==> src/rtl/osd_ctl_pkg.sv <==
package osd_ctl_pkg;

  // Control byte, MSB first; bit positions are software visible.
  typedef struct packed {
    logic irq;        // 7 interrupt flag
    logic ref_trail;  // 6 field reference on trailing edge
    logic hs_inv;     // 5 HSYNC active low
    logic vs_inv;     // 4 VSYNC active low
    logic ctl_inv;    // 3 video-control pin active low
    logic vid_inv;    // 2 video code pins inverted
    logic dbl;        // 1 double height
    logic bgfg_en;    // 0 background/foreground output enable
  } osd_cfg_t;

  localparam int CFG_W   = $bits(osd_cfg_t);
  localparam int IRQ_BIT = CFG_W - 1;

endpackage

==> src/rtl/osd_ctl_regs.sv <==
module osd_ctl_regs
  import osd_ctl_pkg::*;
#(
  parameter int              ADDR_W   = 8,
  parameter logic [ADDR_W-1:0] REG_ADDR = 8'hC0
) (
  input  logic              clk,
  input  logic              rst_n,
  input  logic [ADDR_W-1:0] sfr_addr,
  input  logic              sfr_wr,
  input  logic              sfr_rd,
  input  logic              sfr_rmw,
  input  logic [CFG_W-1:0]  sfr_wdata,
  input  logic              irq_set,
  input  logic              irq_ack,
  output osd_cfg_t          cfg,
  output logic [CFG_W-1:0]  sfr_rdata
);

  logic     hit_wr, hit_rd;
  logic     irq_wr;
  logic     cfg_en;
  osd_cfg_t cfg_q, cfg_d;
  logic     snap_q, snap_d;

  assign hit_wr = sfr_wr && (sfr_addr == REG_ADDR);
  assign hit_rd = sfr_rd && (sfr_addr == REG_ADDR);

  // A read-modify-write only owns the flag when it changes the value it read.
  assign irq_wr = hit_wr && (!sfr_rmw || (sfr_wdata[IRQ_BIT] != snap_q));
  assign cfg_en = hit_wr || irq_set || irq_ack;

  always_comb begin
    cfg_d  = cfg_q;
    snap_d = snap_q;
    if (hit_rd) snap_d = cfg_q.irq;
    if (hit_wr) cfg_d = osd_cfg_t'(sfr_wdata);
    if (irq_wr)       cfg_d.irq = sfr_wdata[IRQ_BIT];
    else if (irq_set) cfg_d.irq = 1'b1;
    else if (irq_ack) cfg_d.irq = 1'b0;
    else              cfg_d.irq = cfg_q.irq;
  end

  always_ff @(posedge clk or negedge rst_n) begin
    if (!rst_n) begin
      cfg_q <= '0;
    end else if (cfg_en) begin
      cfg_q <= cfg_d;
    end
  end

  always_ff @(posedge clk or negedge rst_n) begin
    if (!rst_n) begin
      snap_q <= 1'b0;
    end else if (hit_rd) begin
      snap_q <= snap_d;
    end
  end

  assign cfg       = cfg_q;
  assign sfr_rdata = hit_rd ? cfg_q : '0;

endmodule

==> src/rtl/osd_sync_cond.sv <==
module osd_sync_cond #(
  parameter int STAGES = 2,
  parameter int CH     = 2
) (
  input  logic          clk,
  input  logic          rst_n,
  input  logic [CH-1:0] raw,
  input  logic [CH-1:0] inv,
  output logic [CH-1:0] act,
  output logic          lead,
  output logic          trail
);

  localparam int LAST = STAGES - 1;

  for (genvar c = 0; c < CH; c++) begin : g_ch
    logic [STAGES-1:0] sh_q, sh_d;

    always_comb begin
      sh_d = {sh_q[STAGES-2:0], raw[c]};
    end

    always_ff @(posedge clk or negedge rst_n) begin
      if (!rst_n) begin
        sh_q <= '0;
      end else begin
        sh_q <= sh_d;
      end
    end

    assign act[c] = sh_q[LAST] ^ inv[c];
  end

  // Edge detection on channel 0 (vertical sync).
  logic prev_q, prev_d;

  always_comb begin
    prev_d = act[0];
  end

  always_ff @(posedge clk or negedge rst_n) begin
    if (!rst_n) begin
      prev_q <= 1'b0;
    end else begin
      prev_q <= prev_d;
    end
  end

  assign lead  =  act[0] && !prev_q;
  assign trail = !act[0] &&  prev_q;

endmodule

==> src/rtl/osd_video_out.sv <==
module osd_video_out #(
  parameter int VID_W = 3
) (
  input  logic             clk,
  input  logic             rst_n,
  input  logic             blank,
  input  logic [VID_W-1:0] pix_code,
  input  logic             pix_show,
  input  logic             pix_fg,
  input  logic             vid_inv,
  input  logic             ctl_inv,
  input  logic             bgfg_en,
  output logic [VID_W-1:0] vid_out,
  output logic             vctl_out,
  output logic             bgfg_out
);

  localparam logic [VID_W-1:0] BLACK = '0;

  logic [VID_W-1:0] vid_d, vid_q;
  logic             vctl_d, vctl_q;
  logic             bgfg_d, bgfg_q;
  logic [VID_W-1:0] code_int;

  always_comb begin
    code_int = blank ? BLACK : pix_code;
    vid_d    = code_int ^ {VID_W{vid_inv}};
    vctl_d   = (pix_show && !blank) ^ ctl_inv;
    bgfg_d   = bgfg_en ? !pix_fg : 1'b1;
  end

  always_ff @(posedge clk or negedge rst_n) begin
    if (!rst_n) begin
      vid_q  <= BLACK;
      vctl_q <= 1'b0;
      bgfg_q <= 1'b1;
    end else begin
      vid_q  <= vid_d;
      vctl_q <= vctl_d;
      bgfg_q <= bgfg_d;
    end
  end

  assign vid_out  = vid_q;
  assign vctl_out = vctl_q;
  assign bgfg_out = bgfg_q;

endmodule

==> src/rtl/osd_sync_ctl.sv <==
module osd_sync_ctl
  import osd_ctl_pkg::*;
#(
  parameter int                ADDR_W      = 8,
  parameter logic [ADDR_W-1:0] REG_ADDR    = 8'hC0,
  parameter int                VID_W       = 3,
  parameter int                SYNC_STAGES = 2
) (
  input  logic              clk,
  input  logic              rst_n,
  input  logic [ADDR_W-1:0] sfr_addr,
  input  logic              sfr_wr,
  input  logic              sfr_rd,
  input  logic              sfr_rmw,
  input  logic [CFG_W-1:0]  sfr_wdata,
  output logic [CFG_W-1:0]  sfr_rdata,
  input  logic              irq_ack,
  output logic              irq,
  input  logic              vsync_raw,
  input  logic              hsync_raw,
  output logic              vsync_act,
  output logic              hsync_act,
  output logic              field_ref,
  output logic              dbl_height,
  input  logic [VID_W-1:0]  pix_code,
  input  logic              pix_show,
  input  logic              pix_fg,
  output logic [VID_W-1:0]  vid_out,
  output logic              vctl_out,
  output logic              bgfg_out
);

  localparam int N_SYNC = 2;

  osd_cfg_t          cfg_q;
  logic [N_SYNC-1:0] sync_raw, sync_inv, sync_act;
  logic              vs_lead, vs_trail;

  assign sync_raw = {hsync_raw, vsync_raw};
  assign sync_inv = {cfg_q.hs_inv, cfg_q.vs_inv};

  osd_ctl_regs #(.ADDR_W(ADDR_W), .REG_ADDR(REG_ADDR)) u_regs (
    .clk       (clk),
    .rst_n     (rst_n),
    .sfr_addr  (sfr_addr),
    .sfr_wr    (sfr_wr),
    .sfr_rd    (sfr_rd),
    .sfr_rmw   (sfr_rmw),
    .sfr_wdata (sfr_wdata),
    .irq_set   (vs_lead),
    .irq_ack   (irq_ack),
    .cfg       (cfg_q),
    .sfr_rdata (sfr_rdata)
  );

  osd_sync_cond #(.STAGES(SYNC_STAGES), .CH(N_SYNC)) u_sync (
    .clk   (clk),
    .rst_n (rst_n),
    .raw   (sync_raw),
    .inv   (sync_inv),
    .act   (sync_act),
    .lead  (vs_lead),
    .trail (vs_trail)
  );

  osd_video_out #(.VID_W(VID_W)) u_vid (
    .clk      (clk),
    .rst_n    (rst_n),
    .blank    (sync_act[0]),
    .pix_code (pix_code),
    .pix_show (pix_show),
    .pix_fg   (pix_fg),
    .vid_inv  (cfg_q.vid_inv),
    .ctl_inv  (cfg_q.ctl_inv),
    .bgfg_en  (cfg_q.bgfg_en),
    .vid_out  (vid_out),
    .vctl_out (vctl_out),
    .bgfg_out (bgfg_out)
  );

  assign vsync_act  = sync_act[0];
  assign hsync_act  = sync_act[1];
  assign field_ref  = cfg_q.ref_trail ? vs_trail : vs_lead;
  assign irq        = cfg_q.irq;
  assign dbl_height = cfg_q.dbl;

endmodule

==> config.mk <==
export PLATFORM = sky130hd
export DESIGN_NAME = osd_sync_ctl
export DESIGN_NICKNAME = d
export VERILOG_FILES = /design/src/rtl/osd_ctl_pkg.sv /design/src/rtl/osd_ctl_regs.sv /design/src/rtl/osd_sync_cond.sv /design/src/rtl/osd_video_out.sv /design/src/rtl/osd_sync_ctl.sv
export SDC_FILE = /design/constraint.sdc
export NUM_CORES = 1
export LEC_CHECK = 0
export CAP_MARGIN = 0
export CORE_MARGIN = 2
export CORE_UTILIZATION = 35
export CTS_BUF_LIST = sky130_fd_sc_hd__clkbuf_8
export DETAILED_ROUTE_END_ITERATION = 16
export HOLD_SLACK_MARGIN = 0.15
export PLACE_DENSITY = 0.77
export SLEW_MARGIN = 20
export SYNTH_ARGS = -nofsm -noshare
export SYNTH_HDL_FRONTEND = slang
export SYNTH_SLANG_ARGS = --single-unit
==> constraint.sdc <==
create_clock -name clk -period 1.2 [get_ports clk]
set_input_delay 0.18 -clock clk [delete_from_list [all_inputs] [get_ports clk]]
set_output_delay 0.18 -clock clk [all_outputs]
set_load 0.03 [all_outputs]
==> qor.yml <==
status:
  status: "complete, but fails checks"
  violations: "setup timing"
route:
  routed_wl_microns: 2360
  firstDrtPassIters: 4
  num_vias: 759
  drc: 0
  vias_per_cell: 4.80
  drt_iter0_drc: 14
  drt.antenna.violating_nets: 0
  wire_per_inst_microns: 14.9
sta:
  tightest_slew_ns: 0.318
  slew_headroom_pct: 78.6
  fin_worst_skew_ns: 0.000674
  fin_hold_ws_ns: 0.255
  hold_viol_final: 0
  setup_tns_ns: -2.91
  setup_violations: 23
  post-route-period-util_pct: 127
  setup_ws_ns: -0.321
  drv_slew: 0
  clock.fmax_ghz: 0.657
  rsz0062_at_grt: "true"
  min_period_ns: 1.52
floorplanning:
  rows: 17
  die_h_microns: 53.1
  dieArea_sq_um: 2820
  ios: 47
  start_util_pct: 37.5
  die_x_microns: 53.1
  core_sq_um: 2250
placement:
  place_hpwl_microns: 1550
  io_buffer_count: 46
  pre_cts_ws_ns: -0.575
  gp_congestion: 0.785
finish:
  utilization_pct: 73.8
  fin_nets: 160
  mostFrequentLayoutCell: "clkdlybuf4s50_1"
  antenna-diode-count: 0
  drive_gt1_share_pct: 56.9
  regArea_sq_um: 477
  fill_cells: 163
  syn2layout_area_growth_pct: 96.9
  multi_input_area_sq_um: 495
  layout_common_cells: "clkdlybuf4s50_1 (19), buf_6 (18), dfrtp_1 (18), buf_4 (15)"
synthesis:
  synth-edff-count: 0
  seq_area_frac_synth_pct: 56.4
  synth_top_area_share_pct: 53.3
  synth_nets: 94
  yosys-top-cells-area: "dfrtp_1 (53%), mux2_2 (9.3%), and2_1 (6.7%), xnor2_1 (5.2%), dfstp_2 (3.1%)"
  async_flop_share_pct: 100
  syn_inst: 65
  yosysTopAreaCell: "dfrtp_1"
  yosysWarnings: 0
  yosysUniqueCellTypes: 24
  synth.cell_area_sq_um: 845
  syn-mean-instance-area_sq_um: 13.0
  synth-seq-cells: 19
  synth_top_flop_cell: "dfrtp_1"
global_route:
  grt_util_met3_pct: 4.52
  grt_pass1_wl_microns: 3640
  grtUsageMet1_pct: 22.6
  grt.busiest_layer: "met2"
  grt_max_degree: 19
  met2_usage_pct: 34.0
  grt_usage_pct: 18.6
  grt-ovfl-total: 0
  grt_pass1_vias: 757
  antenna_found_initial: 0
critical_path:
  max_stage_delay_ns: 0.42
  cp-start-kind: "flip-flop"
  cp_num_buf_inv: 1
  path_max_fanout: 2
  crit_chain: "xnor2_2 > or3_1 > nand2_2 > buf_6"
  r2r_cells: 6
  cp_num_cells: 4
  path_delay_family: "flip-flops"
  worstSetupEndpoint: "field_ref"
  slowest_stage: "dfrtp_1"
  r2r_end: "u_regs.cfg[7]"
  r2r_slack_ns: -0.14
  arrival_ns: 1.34
  worstReg2RegStart: "u_regs.cfg[4]"
  setup.worst_path.class: "reg -> out"
  end_kind: "output port"
  startpoint: "u_regs.cfg[4]"
  worst_ep_required_time_ns: 1.02
hold_path:
  min_path_type: "in -> async"
pwr:
  power.total_mw: 1.53
  power_density_nw_per_um2: 917
  vdd_drop_max_mv: 1.03
  leakage_nw: 0.814
clocking:
  clkLatencyLatePin_ns: 0.25
  cts_sinks: 19
  cts_tree: "built"
  ctsHoldBuffers: 0
  cts_inserted_buffers: 3
  path_clk_slew_ns: 0.07
  root_buffer: "clkbuf_8"
  clk_path_buf_depth: 2
  h-tree-depth: 1
flow_run:
  maxCapViolCount: 0
## sequential cells by signal, summed over array words and instances (netlist names)
signal and cells:
u_regs.cfg 8, u_sync.g_ch.sh_q 4, u_vid.vid_out 3, u_regs.snap_q 1
u_sync.prev_q 1, u_vid.bgfg_out 1, u_vid.vctl_out 1
## routing by layer
metal	vias up	wire (microns)	part of all wire, %
li1	352	-	-
met1	376	931	39
met2	29	1280	54
met3	2	138	5.9
met4	0	8	0.34
met5	-	0	0
## kinds of logic after synthesis
family / count (synthesis) / share of synthesized area, %
compound gates: 4 / 3.85
mux: 8 / 10.7
buf+inv: 4 / 3.11
xor+xnor: 6 / 6.22
flops: 19 / 56.4
simple gates: 24 / 19.7
## timing repair
action                                  in CTS  in global routing
gates cloned                                 1                  0
gates resized for setup                     64                 17
endpoints found under the setup margin      23                 23
setup buffers                                7                  3
hold endpoints to repair                     0                  0
pin swaps                                   12                  8
## area by class of cell
| class | instances | area share, % |
|---|---|---|
| Inverter | 2 | 0.602 |
| Multi-Input combinational cell | 43 | 29.8 |
| Tap cell | 28 | 2.11 |
| Clock inverter | 1 | 0.301 |
| Clock buffer | 3 | 2.48 |
| Sequential cell | 19 | 28.7 |
| Timing Repair Buffer | 62 | 36.0 |
## stage by stage
step,cells,instance area [sq um]
floorplan,65,898
global placement,144,1390
detailed placement,144,1390
CTS,155,1560
global route,158,1660
finish,158,1660
## synth_stat cells, types with 2 or more instances
cell and n:
and2_1 9, dfrtp_1 18, inv_1 2, mux2_2 7
nand2_1 6, xnor2_1 5
## power breakdown
part	leakage (nW)	total [mW]	internal, mW	switching, mW
Combinational	0.546	0.387	0.215	0.172
Clock	0.0255	0.436	0.231	0.205
Sequential	0.243	0.703	0.679	0.0239
## worst min path at each step
stage | from | cells after the start | slack (ns) | endpoint
finish | rst_n | 1 | 0.25 | u_vid.bgfg_out
floorplan | rst_n | 0 | -0.12 | u_regs.cfg[0]
detailed placement | u_sync.g_ch[0].sh_q[0] | 0 | 0.33 | u_sync.g_ch[0].sh_q[1]
CTS | rst_n | 1 | 0.26 | u_vid.bgfg_out
global route | rst_n | 1 | 0.25 | u_vid.bgfg_out
global placement | u_sync.g_ch[1].sh_q[0] | 0 | 0.33 | u_sync.g_ch[1].sh_q[1]
Note: power is estimated with default switching activity, not from simulation.
